### src/rtl/srx_ackfifo.sv
module srx_ackfifo #(
  parameter int W     = 16,
  parameter int DEPTH = 32
) (
  input  logic                         clk,
  input  logic                         rst_n,
  input  logic                         rx_en,
  input  logic                         lsb_first,
  input  logic                         fall_edge,
  input  logic                         half_rate,
  input  logic [$clog2(DEPTH+1)-1:0]   thresh,
  input  logic                         sclk_in,
  input  logic                         sdata_in,
  input  logic                         slot_ok,
  input  logic                         ack_we,
  input  logic                         ack_d0,
  output logic [W-1:0]                 rd_data,
  output logic [$clog2(DEPTH+1)-1:0]   fill,
  output logic                         overrun,
  output logic                         irq
);
  localparam int AW = $clog2(DEPTH);
  localparam int CW = $clog2(DEPTH+1);
  localparam int BW = $clog2(W);

  logic [2:0]    ck_s;
  logic [1:0]    dt_s;
  logic          ph;
  logic [BW-1:0] bcnt;
  logic [W-1:0]  sr;
  logic [W-1:0]  mem [DEPTH];
  logic [AW-1:0] wptr, rptr;
  logic [CW-1:0] cnt;
  logic          ovr;

  always_ff @(posedge clk or negedge rst_n)
    if (!rst_n) begin
      ck_s <= '0;
      dt_s <= '0;
    end else begin
      ck_s <= {ck_s[1:0], sclk_in};
      dt_s <= {dt_s[0], sdata_in};
    end

  wire rise     = ck_s[1] & ~ck_s[2];
  wire fall     = ~ck_s[1] & ck_s[2];
  wire act_edge = rx_en & (fall_edge ? fall : rise);
  wire take     = act_edge & (~half_rate | ~ph);

  wire [W-1:0] nxt_sr = lsb_first ? {dt_s[1], sr[W-1:1]} : {sr[W-2:0], dt_s[1]};
  wire word_done = take & (bcnt == BW'(W-1));
  wire push_req  = word_done & slot_ok;
  wire pop       = ack_we & ack_d0 & (cnt != '0);
  wire full_eff  = (cnt == CW'(DEPTH)) & ~pop;
  wire wr        = push_req & ~full_eff;

  always_ff @(posedge clk or negedge rst_n)
    if (!rst_n) begin
      ph   <= 1'b0;
      bcnt <= '0;
      sr   <= '0;
    end else if (!rx_en) begin
      ph   <= 1'b0;
      bcnt <= '0;
    end else if (act_edge) begin
      if (half_rate) ph <= ~ph;
      if (take) begin
        sr   <= nxt_sr;
        bcnt <= word_done ? '0 : bcnt + 1'b1;
      end
    end

  always_ff @(posedge clk)
    if (wr) mem[wptr] <= nxt_sr;

  always_ff @(posedge clk or negedge rst_n)
    if (!rst_n) begin
      wptr <= '0;
      rptr <= '0;
      cnt  <= '0;
      ovr  <= 1'b0;
    end else begin
      if (wr)  wptr <= wptr + 1'b1;
      if (pop) rptr <= rptr + 1'b1;
      case ({wr, pop})
        2'b10:   cnt <= cnt + 1'b1;
        2'b01:   cnt <= cnt - 1'b1;
        default: cnt <= cnt;
      endcase
      if (push_req & full_eff) ovr <= 1'b1;
    end

  assign rd_data = mem[rptr];
  assign fill    = cnt;
  assign overrun = ovr;
  assign irq     = (cnt > thresh) | ovr;


  cnt_bound_chk: assert property (@(posedge clk) disable iff (!rst_n) cnt <= CW'(DEPTH));

  ovr_sticky_chk: assert property (@(posedge clk) disable iff (!rst_n) ovr |=> ovr);

  ack_ignore_chk: assert property (@(posedge clk) disable iff (!rst_n)
    (ack_we && !ack_d0 && !push_req) |=> $stable(cnt));

  ack_pop_chk: assert property (@(posedge clk) disable iff (!rst_n)
    (pop && !push_req) |=> cnt == $past(cnt) - 1'b1);

  idle_hold_chk: assert property (@(posedge clk) disable iff (!rst_n)
    !rx_en |=> cnt <= $past(cnt));

  full_swap_chk: assert property (@(posedge clk) disable iff (!rst_n)
    (cnt == CW'(DEPTH) && pop && push_req) |=> (cnt == CW'(DEPTH) && ovr == $past(ovr)));
endmodule

### config.mk
export PLATFORM = sky130hd
export DESIGN_NAME = srx_ackfifo
export DESIGN_NICKNAME = d
export VERILOG_FILES = /design/src/rtl/srx_ackfifo.sv
export SDC_FILE = /design/constraint.sdc
export NUM_CORES = 1
export LEC_CHECK = 0
export ABC_AREA = 1
export BUFFER_PORTS_ARGS = -buffer_cell sky130_fd_sc_hd__buf_2
export CORE_ASPECT_RATIO = 1.5
export CORE_MARGIN = 8
export CORE_UTILIZATION = 35
export CTS_CLUSTER_DIAMETER = 200
export DETAILED_ROUTE_END_ITERATION = 10
export PLACE_DENSITY = 0.6
export SYNTH_ARGS = -nofsm -noshare
export SYNTH_HDL_FRONTEND = slang
export SYNTH_SLANG_ARGS = --single-unit
### constraint.sdc
create_clock -name clk -period 6.58 [get_ports clk]
set_clock_uncertainty 0.15 [all_clocks]
set_input_delay 1.316 -clock clk [delete_from_list [all_inputs] [get_ports clk]]
set_output_delay 1.316 -clock clk [all_outputs]
set_load 0.01 [all_outputs]
==> impl_metrics.csv, run 1 <==
group,metric,value,unit
status,status,"completed",
floorplanning,start_util,35.2,%
timing,layout_min_cycle_time,5060,ps
logic_synthesis,syn_area,23000,um^2
cts,clk_latency,580,ps
logic_synthesis,yosysTopAreaCell,"edfxtp_1",
timing,tns,0,ps
placement,place_hpwl,35300,um
critical_path,path_class,"reg -> out",
critical_path,end_kind,"primary output",
logic_synthesis,yosysUniqueCellTypes,30,
route,routed_wl,59600,um
placement,port_buffers,40,
cts,hold_buffers,0,
timing,relSlewSlack,32.2,%
flow_run,drv_cap,0,
cells_and_area,nNetsFinal,2043,
global_route,grt_max_degree,129,
logic_synthesis,syn_nets,1995,
floorplanning,die_h,330,um
floorplanning,fp.dieArea,74300,um^2
global_route,grt_pass1_vias,14900,
cts,clkSinkCount,555,
logic_synthesis,synth_seq_cells,555,
placement,globalplace.congestion,0.819,
floorplanning,pin_count,41,
timing,hold_slack,204,ps
timing,rsz0062_at_grt,"false",
cells_and_area,final_util,39.4,%
global_route,antenna_found_initial,0,
logic_synthesis,synth_area_leaders,"edfxtp_1 (67%), nor2_1 (6.8%), dfrtp_1 (4.7%)",
cells_and_area,area_growth_syn_to_layout,11.8,%
route,drt_iter0_markers,1099,
hold_path,hold_class,"reg -> reg",
floorplanning,rows,115,
critical_path,crit_path_start_kind,"flip-flop",
cells_and_area,diodes,0,
timing,hold_viol_final,0,
cts,h-tree-depth,2,
cells_and_area,final_common_cell,"edfxtp_1",
floorplanning,core-area,65300,um^2
timing,min_period_over_period,76.9,%
route,drt_first_pass_iters,5,
logic_synthesis,synth_top_area_share,66.9,%
route,via_per_inst,5.09,
timing,slew_violations,0,
cells_and_area,fillCellCount,6239,
cts,clockRootBuffer,"clkbuf_16",
timing,fmax,198,MHz
route,antenna_left,0,
pwr,ir_worst_vdd,0.249,mV
logic_synthesis,seq_area_frac_synth,71.5,%
route,wl_per_cell,20.4,um
cells_and_area,layout_common_cells,"edfxtp_1 (512), nor2_1 (414), nand2_1 (268)",
route,dr_total_vias,14900,
global_route,overflow,0,
critical_path,path_max_fanout,61,
cts,cts_tree,"yes",
cts,path_clk_slew,60,ps
cells_and_area,layout-drive-gt1-share,9.67,%
pwr,power_leakage,9.09,nW
critical_path,cp_data_required_time,5110,ps
logic_synthesis,synthCells,1961,
route,drc,0,
cts,cts_buffer_depth,3,
cts,cts_inserted_buffers,49,
timing,worstMarginPinSlew,1020,ps
critical_path,worstPathArrival,3590,ps
cts,post_cts_buffers,0,
pwr,power_density,415,nW/um^2
global_route,grt_pass1_wl,90300,um
floorplanning,dieWidth,225,um
logic_synthesis,yosys_warnings,0,
logic_synthesis,syn-mean-instance-area,11.7,um^2
timing,setup_viol,0,
cts,ctsResizeCount,0,
global_route,grt_usage,15.8,%
## cell usage after synthesis
library cell  number
edfxtp_1         512
nor2_1           414
nand2_1          268
o21ai_0          194
nand3_1           98
inv_1             87
o21ai_1           86
o211ai_1          65
clkbuf_1          45
dfrtp_1           43
a21oi_1           41
buf_2             26
buf_6             21
ha_1              16
xor2_1            12
buf_4             10
buf_1              6
inv_2              2
nand2_2            2
nand4_1            2
xnor2_1            2
a21o_1             1
a22o_1             1
a31oi_1            1
fa_1               1
nand3_2            1
nor2_2             1
nor2_4             1
nor3_1             1
o31ai_1            1
## final timing paths
path                            startpoint          end  slack [ps]  cells past startpoint
worst max-delay path               rptr[1]   rd_data[3]        1520                      9
worst min-delay path               ck_s[0]      ck_s[1]         200                      0
worst max register to register     ck_s[1]  mem[23][12]        3270                     10
worst min register to register     ck_s[0]      ck_s[1]         200                      0
max in group asynchronous            rst_n      rptr[1]        5180                      2
min in group asynchronous            rst_n        sr[7]         660                      2
## metal layers
metal  vias up  GRT usage (%)  part of all wire [%]
met4         0           8.14                   5.0
li1       6948              -                     -
met3       123           1.50                   4.2
met2       436           28.0                    51
met1      7386           19.0                    40
met5         -              0                     0
## cells by family (layout without fill, tap and decap cells)
| group | Yosys count | count (layout) | synth area share [%] |
|---|---|---|---|
| compound gates | 390 | 390 | 9.24 |
| xor+xnor | 14 | 14 | 0.533 |
| fa+ha+maj | 17 | 17 | 0.958 |
| buf+inv | 197 | 283 | 4.21 |
| flops | 555 | 555 | 71.5 |
| simple gates | 788 | 788 | 13.5 |
## metrics by stage
stage	cells	total power [mW]	instance area, um^2	setup slack [ps]
finish	2924	10.7	25700	1520
global route	2924	11.2	25700	1330
CTS	2924	10.8	25700	1530
detailed placement	2835	8.07	24200	2190
global placement	2835	8.02	24200	2210
floorplan	1961	6.78	23000	2760
## state kept, by name, indices dropped and copies added (netlist names)
register	count
sr	16
ck_s	3
dt_s	2
fill	6
bcnt	4
overrun	1
mem	512
ph	1
rptr	5
wptr	5
## critical path, stage by stage, from the launching register on
cell,delay [ps]
dfrtp_4,740
buf_4,480
buf_4,620
o21ai_0,220
o211ai_1,240
nand3_1,190
nand2_1,170
nand2_1,110
inv_1,60
buf_2,120
## power breakdown
| part | internal [mW] | switching, mW |
|---|---|---|
| clock | 1.45 | 1.26 |
| combinational | 1.02 | 2.65 |
| sequential | 4.13 | 0.169 |
## layout make-up
class / count / area [um^2] / share of cell area [%]
repair buffers: 105 / 701 / 2.73
clock inverters: 31 / 210 / 0.818
clock buffers: 58 / 1260 / 4.90
flip-flops and latches: 555 / 16500 / 64.0
multi-input cells: 1209 / 5650 / 22.0
well taps: 877 / 1100 / 4.27
inverters: 89 / 339 / 1.32
Note: power is estimated with default switching activity, not from simulation.
==> inputs of run 2 (changes only) <==
--- a/config.mk
+++ b/config.mk
@@ -5,14 +5,14 @@
 export SDC_FILE = /design/constraint.sdc
 export NUM_CORES = 1
 export LEC_CHECK = 0
-export ABC_AREA = 1
+export ABC_AREA = 0
 export BUFFER_PORTS_ARGS = -buffer_cell sky130_fd_sc_hd__buf_2
 export CORE_ASPECT_RATIO = 1.5
 export CORE_MARGIN = 8
 export CORE_UTILIZATION = 35
 export CTS_CLUSTER_DIAMETER = 200
 export DETAILED_ROUTE_END_ITERATION = 10
-export PLACE_DENSITY = 0.6
+export PLACE_DENSITY = 0.62
 export SYNTH_ARGS = -nofsm -noshare
 export SYNTH_HDL_FRONTEND = slang
 export SYNTH_SLANG_ARGS = --single-unit
==> constraint.sdc (replaced) <==
create_clock -name clk -period 4.4 [get_ports clk]
set_clock_uncertainty 0.15 [all_clocks]
set_input_delay 0.88 -clock clk [delete_from_list [all_inputs] [get_ports clk]]
set_output_delay 0.88 -clock clk [all_outputs]
set_load 0.01 [all_outputs]
==> run 2 against run 1 <==
  * Worst hold slack gained 2.9 ps
  * Global-route usage shrank 3.0 points
  * Critical path depth fell by 3
  * Sequential power grew 44%
  * Die area shrank 3.7%
  * Via count down 28%
  * Core utilization up 0.73 points
  * Highest routed layer unchanged
  * Register-to-register slack lost 2000 ps
  * Power is 35% higher
  * Largest cell class unchanged
  * Non-clock buffer count fell by 8
==> impl_metrics.csv, run 2 <==
group,metric,value,unit
cts,h-tree-depth,2,
logic_synthesis,syn_nets,1194,
cells_and_area,layout-drive-gt1-share,22.1,%
pwr,power.switching,4.29,mW
route,drt_first_pass_iters,5,
cells_and_area,final_common_cell,"edfxtp_1",
logic_synthesis,async_flop_share,7.75,%
cts,clockRootBuffer,"clkbuf_16",
cells_and_area,fillCellCount,5527,
route,drc,0,
route,via_per_inst,5.15,
critical_path,crit_path_start_kind,"flip-flop",
critical_path,rrSetupSlack,1270,ps
timing,fmax,249,MHz
floorplanning,dieWidth,221,um
critical_path,startpoint,"rptr[0]",
global_route,overflow,0,
logic_synthesis,yosysTopAreaCell,"edfxtp_1",
cts,clkSinkCount,555,
placement,globalplace.congestion,0.763,
cts,cts_buffer_depth,3,
pwr,p_comb_share,27.4,%
pwr,power_leakage,8.81,nW
cells_and_area,top_register,"mem",
logic_synthesis,synthCells,1160,
critical_path,end_kind,"primary output",
cells_and_area,diodes,0,
cts,cts_inserted_buffers,48,
timing,slew_violations,0,
cells_and_area,ff_latch_area,16500,um^2
cells_and_area,nNetsFinal,1281,
logic_synthesis,synth_area_leaders,"edfxtp_1 (70%), mux2i_1 (7.4%), mux4_2 (6.5%)",
timing,tns,0,ps
timing,rsz0062_at_grt,"false",
logic_synthesis,syn_area,22100,um^2
logic_synthesis,seq_area_frac_synth,74.5,%
pwr,switching_share,29.6,%
route,antenna_left,0,
cells_and_area,area_growth_syn_to_layout,14.2,%
placement,place_hpwl,29300,um
hold_path,hold_class,"reg -> reg",
logic_synthesis,yosys_warnings,0,
floorplanning,rows,113,
global_route,grt_pass1_wl,70700,um
flow_run,drv_cap,0,
cts,post_cts_buffers,0,
floorplanning,pin_count,41,
pwr,internal-power,10.2,mW
pwr,pwr-share-seq,42.8,%
floorplanning,start_util,35.1,%
critical_path,cp_data_required_time,3370,ps
logic_synthesis,synth_top_area_share,69.6,%
critical_path,rr_worst_depth,10,
route,dr_total_vias,10800,
route,wl_per_cell,22.3,um
placement,port_buffers,40,
cells_and_area,largest_reg_flops,512,
critical_path,path_max_fanout,19,
logic_synthesis,yosysUniqueCellTypes,48,
critical_path,crit_end,"rd_data[8]",
logic_synthesis,synthTopCellsByCount,"edfxtp_1 (512), mux2i_1 (163), mux4_2 (64), dfrtp_1 (43), nor2_1 (35)",
timing,layout_min_cycle_time,4020,ps
floorplanning,core-area,62900,um^2
route,routed_wl,46600,um
pwr,clkPwrFrac,29.8,%
logic_synthesis,yosysMostFrequentCell,"edfxtp_1",
pwr,ir_worst_vdd,0.491,mV
floorplanning,fp.dieArea,71600,um^2
cts,path_clk_slew,60,ps
cells_and_area,final_util,40.1,%
logic_synthesis,syn-mean-instance-area,19.0,um^2
critical_path,timing.rr.end,"fill[5]",
global_route,antenna_found_initial,0,
cts,clk_latency,570,ps
cells_and_area,multi_input_area,5340,um^2
critical_path,path_class,"reg -> out",
global_route,grt_max_degree,67,
logic_synthesis,synth_edf_count,512,
timing,setup_viol,0,
timing,relSlewSlack,32.1,%
cts,hold_buffers,0,
global_route,grt_usage,12.8,%
global_route,grt_pass1_vias,11500,
critical_path,r2r_start,"fill[0]",
critical_path,worstPathArrival,2990,ps
cells_and_area,layout_common_cells,"edfxtp_1 (512), mux2i_1 (163), mux4_2 (64)",
floorplanning,die_h,324,um
logic_synthesis,synth_seq_cells,555,
timing,hold_viol_final,0,
logic_synthesis,synth_top_flop_cell,"edfxtp_1",
timing,min_period_over_period,91.4,%
timing,worstMarginPinSlew,1020,ps
status,status,"completed",
pwr,power_density,573,nW/um^2
route,drt_iter0_markers,743,
cts,cts_tree,"yes",
cts,ctsResizeCount,0,
-- run 2: cell families after synthesis --
| family | share of synthesized area [%] |
|---|---|
| AOI/OAI and AO/OA | 4.19 |
| adders and majority gates | 0.997 |
| and+or+nand+nor | 2.61 |
| xor gates and xnor gates | 0.595 |
| buffers and inverters | 1.36 |
| muxes | 15.8 |
| DFF | 74.5 |
-- run 2: power groups by stage --
stage / logic [mW] / registers, mW / clock network [mW]
finish: 3.97 / 6.18 / 4.31
global route: 4.27 / 6.20 / 4.58
CTS: 4.04 / 6.18 / 4.39
detailed placement: 4.02 / 6.30 / 0
global placement: 3.99 / 6.29 / 0
floorplan: 2.65 / 6.22 / 0
-- run 2: final cells by class --
| type | instances | area share (%) |
|---|---|---|
| Sequential cell | 555 | 65.3 |
| Tap cell | 805 | 3.99 |
| Clock inverter | 24 | 1.06 |
| Clock buffer | 66 | 5.40 |
| Inverter | 12 | 0.189 |
| Multi-Input combinational cell | 533 | 21.2 |
| Timing Repair Buffer | 97 | 2.94 |
-- run 2: routing by layer --
| layer | wire (um) | share of wire [%] | global-route usage, % |
|---|---|---|---|
| met1 | 18400 | 40 | 14.8 |
| met2 | 25000 | 54 | 24.4 |
| met3 | 2050 | 4.4 | 1.53 |
| met4 | 1100 | 2.4 | 4.19 |
| met5 | 0 | 0 | 0 |
-- run 2: critical path, stage by stage, from the launching register on --
cell      delay, ps
dfrtp_4         660
buf_12          250
buf_4           280
mux4_2          540
mux2i_1         160
o221ai_1        250
buf_2           250
-- run 2: metrics by stage --
step	worst slack, ps	area, um^2	power (mW)	hold WS (ps)	instances
after floorplan	939	22100	8.86	181	1160
after global placement	725	23600	10.3	197	2002
after detailed placement	791	23600	10.3	186	2002
after CTS	319	25200	14.6	210	2092
after global routing	205	25200	15.0	216	2092
final	377	25200	14.5	207	2092
-- run 2: worst min-delay path by stage --
stage | startpoint | end | slack [ps] | cells after the start
global route | ck_s[0] | ck_s[1] | 220 | 0
CTS | dt_s[0] | dt_s[1] | 210 | 0
finish | dt_s[0] | dt_s[1] | 210 | 0
global placement | dt_s[0] | dt_s[1] | 200 | 0
floorplan | ck_s[0] | ck_s[1] | 180 | 0
detailed placement | ck_s[0] | ck_s[1] | 190 | 0
==> inputs of run 3 (changes only) <==
--- a/config.mk
+++ b/config.mk
@@ -9,10 +9,10 @@
 export BUFFER_PORTS_ARGS = -buffer_cell sky130_fd_sc_hd__buf_2
 export CORE_ASPECT_RATIO = 1.5
 export CORE_MARGIN = 8
-export CORE_UTILIZATION = 35
+export CORE_UTILIZATION = 56
 export CTS_CLUSTER_DIAMETER = 200
 export DETAILED_ROUTE_END_ITERATION = 10
-export PLACE_DENSITY = 0.62
+export PLACE_DENSITY = 0.86
 export SYNTH_ARGS = -nofsm -noshare
 export SYNTH_HDL_FRONTEND = slang
 export SYNTH_SLANG_ARGS = --single-unit
==> run 3 against run 2 <==
  * Largest power group unchanged
  * Combinational power is 3% lower
  * Sequential power is 0.8% higher
  * Core utilization is 23 points higher
  * First-iteration DRC count is 57% higher
  * Non-clock buffer count is 7 lower
  * Die area is 35% lower
  * Global-route usage is 9.2 points higher
  * Maximum frequency is 5.8% lower
  * Worst hold slack hardly changed
  * Sequential share of layout area is 1.2 points higher
==> impl_metrics.csv, run 3 (same netlist as run 2, synthesis figures left out) <==
group,metric,value,unit
placement,place_area,23100,um^2
timing,setup_viol,0,
critical_path,path_class,"reg -> out",
floorplanning,fp.dieArea,46200,um^2
timing,min_period_over_period,97.1,%
cts,h-tree-depth,2,
route,dr_total_vias,11700,
placement,place_inst,1689,
timing,relSlewSlack,31.1,%
timing,worstMarginPinSlew,1030,ps
floorplanning,die_h,259,um
pwr,internal-power,10.2,mW
critical_path,cp_data_required_time,3370,ps
cts,cts_buffer_depth,3,
cts,hold_buffers,0,
global_route,grt_pass1_vias,12300,
hold_path,hold_path_depth,0,
critical_path,path_max_fanout,24,
global_route,antenna_found_initial,0,
timing,tns,0,ps
route,antenna_left,0,
cells_and_area,diodes,0,
cells_and_area,fin_area,24800,um^2
cells_and_area,layout-drive-gt1-share,21.5,%
placement,port_buffers,40,
status,status,"completed",
cts,clkSinkCount,555,
route,wl_per_cell,28.4,um
pwr,p_total,14.5,mW
global_route,overflow,0,
cells_and_area,largest_reg_flops,512,
route,via_per_inst,6.56,
timing,slew_violations,0,
pwr,power_leakage,8.78,nW
cells_and_area,top_register,"mem",
critical_path,worstPathArrival,3240,ps
route,wl_met1,17100,um
timing,layout_min_cycle_time,4270,ps
route,drt_first_pass_iters,6,
critical_path,crit_path_start_kind,"flip-flop",
flow_run,drv_cap,0,
critical_path,end_kind,"primary output",
critical_path,rr_worst_depth,7,
pwr,power.switching,4.34,mW
route,wl_met3,3670,um
floorplanning,dieWidth,178,um
cells_and_area,final_common_cell,"edfxtp_1",
cells_and_area,area_growth_syn_to_layout,12.2,%
timing,rsz0062_at_grt,"false",
route,drc,0,
cts,cts_inserted_buffers,47,
cts,cts_tree,"yes",
placement,globalplace.congestion,0.844,
timing,hold_viol_final,0,
global_route,grt_usage,22.0,%
floorplanning,pin_count,41,
pwr,p_comb_share,26.6,%
global_route,grt_pass1_wl,76000,um
cells_and_area,final-instance-count-excl-fill,1777,
cells_and_area,layout_common_cells,"edfxtp_1 (512), mux2i_1 (163), mux4_2 (64)",
timing,fmax,234,MHz
hold_path,hold_class,"reg -> reg",
route,routed_wl,50500,um
floorplanning,core-area,39100,um^2
cts,clockRootBuffer,"clkbuf_16",
route,wl_met2,27400,um
cells_and_area,nNetsFinal,1273,
cells_and_area,fillCellCount,2355,
route,top_layer,"met4",
floorplanning,rows,89,
pwr,switching_share,29.9,%
placement,place_hpwl,29500,um
floorplanning,start_util,56.5,%
pwr,power_density,587,nW/um^2
pwr,ir_worst_vdd,0.554,mV
global_route,grt_max_degree,67,
cts,path_clk_slew,70,ps
pwr,clkPwrFrac,30.5,%
pwr,pwr-share-seq,42.9,%
cts,clk_latency,570,ps
route,drt_iter0_markers,1170,
-- run 3: stage by stage --
stage	hold slack (ps)	util (%)	worst slack [ps]
after floorplan	181	-	939
after global placement	184	59.1	769
after detailed placement	189	59.1	682
after CTS	208	63.3	21.5
after global routing	219	63.4	108
final	206	63.4	129
-- run 3: power groups by stage --
stage / combinational, mW / clock [mW] / sequential [mW]
5_1_grt: 4.06 / 4.65 / 6.24
4_1_cts: 3.78 / 4.46 / 6.26
3_3_place_gp: 3.60 / 0 / 6.36
6_report: 3.87 / 4.43 / 6.23
2_1_floorplan: 2.65 / 0 / 6.22
3_5_place_dp: 3.73 / 0 / 6.37
-- run 3: worst paths after layout --
check                      slack (ps)          to  startpoint
max                               130  rd_data[3]     rptr[2]
min in group asynchronous         330       sr[0]       rst_n
min                               210     ck_s[1]     ck_s[0]
max in group asynchronous        2980     rptr[0]       rst_n
min reg2reg                       210     ck_s[1]     ck_s[0]
max reg2reg                      1090  mem[28][3]     ck_s[2]
-- run 3: area by class of cell --
class	instances	area, um^2	share of cell area, %
Sequential cell	555	16500	66.4
Multi-Input combinational cell	533	5340	21.6
Clock buffer	56	1220	4.93
Tap cell	500	626	2.53
Clock inverter	31	424	1.71
Timing Repair Buffer	90	654	2.64
Inverter	12	47.5	0.192
-- run 3: critical path, stage by stage, from the launching register on --
cell,delay [ps]
dfrtp_2,630
buf_6,380
and2_1,220
buf_4,210
a22oi_1,100
and3_1,230
a31oi_1,300
o221ai_1,340
buf_2,260
-- run 3: repair_timing --
action	4_1_cts	5_1_grt
gates resized for setup	0	1
buffers inserted	0	1
endpoints found under the setup margin	0	5
-- run 3: metal layers --
| layer | GRT usage (%) | vias up |
|---|---|---|
| met5 | 0 | - |
| met4 | 10.7 | 0 |
| met3 | 3.10 | 148 |
| met2 | 39.6 | 719 |
| met1 | 25.2 | 5955 |
| li1 | - | 4839 |
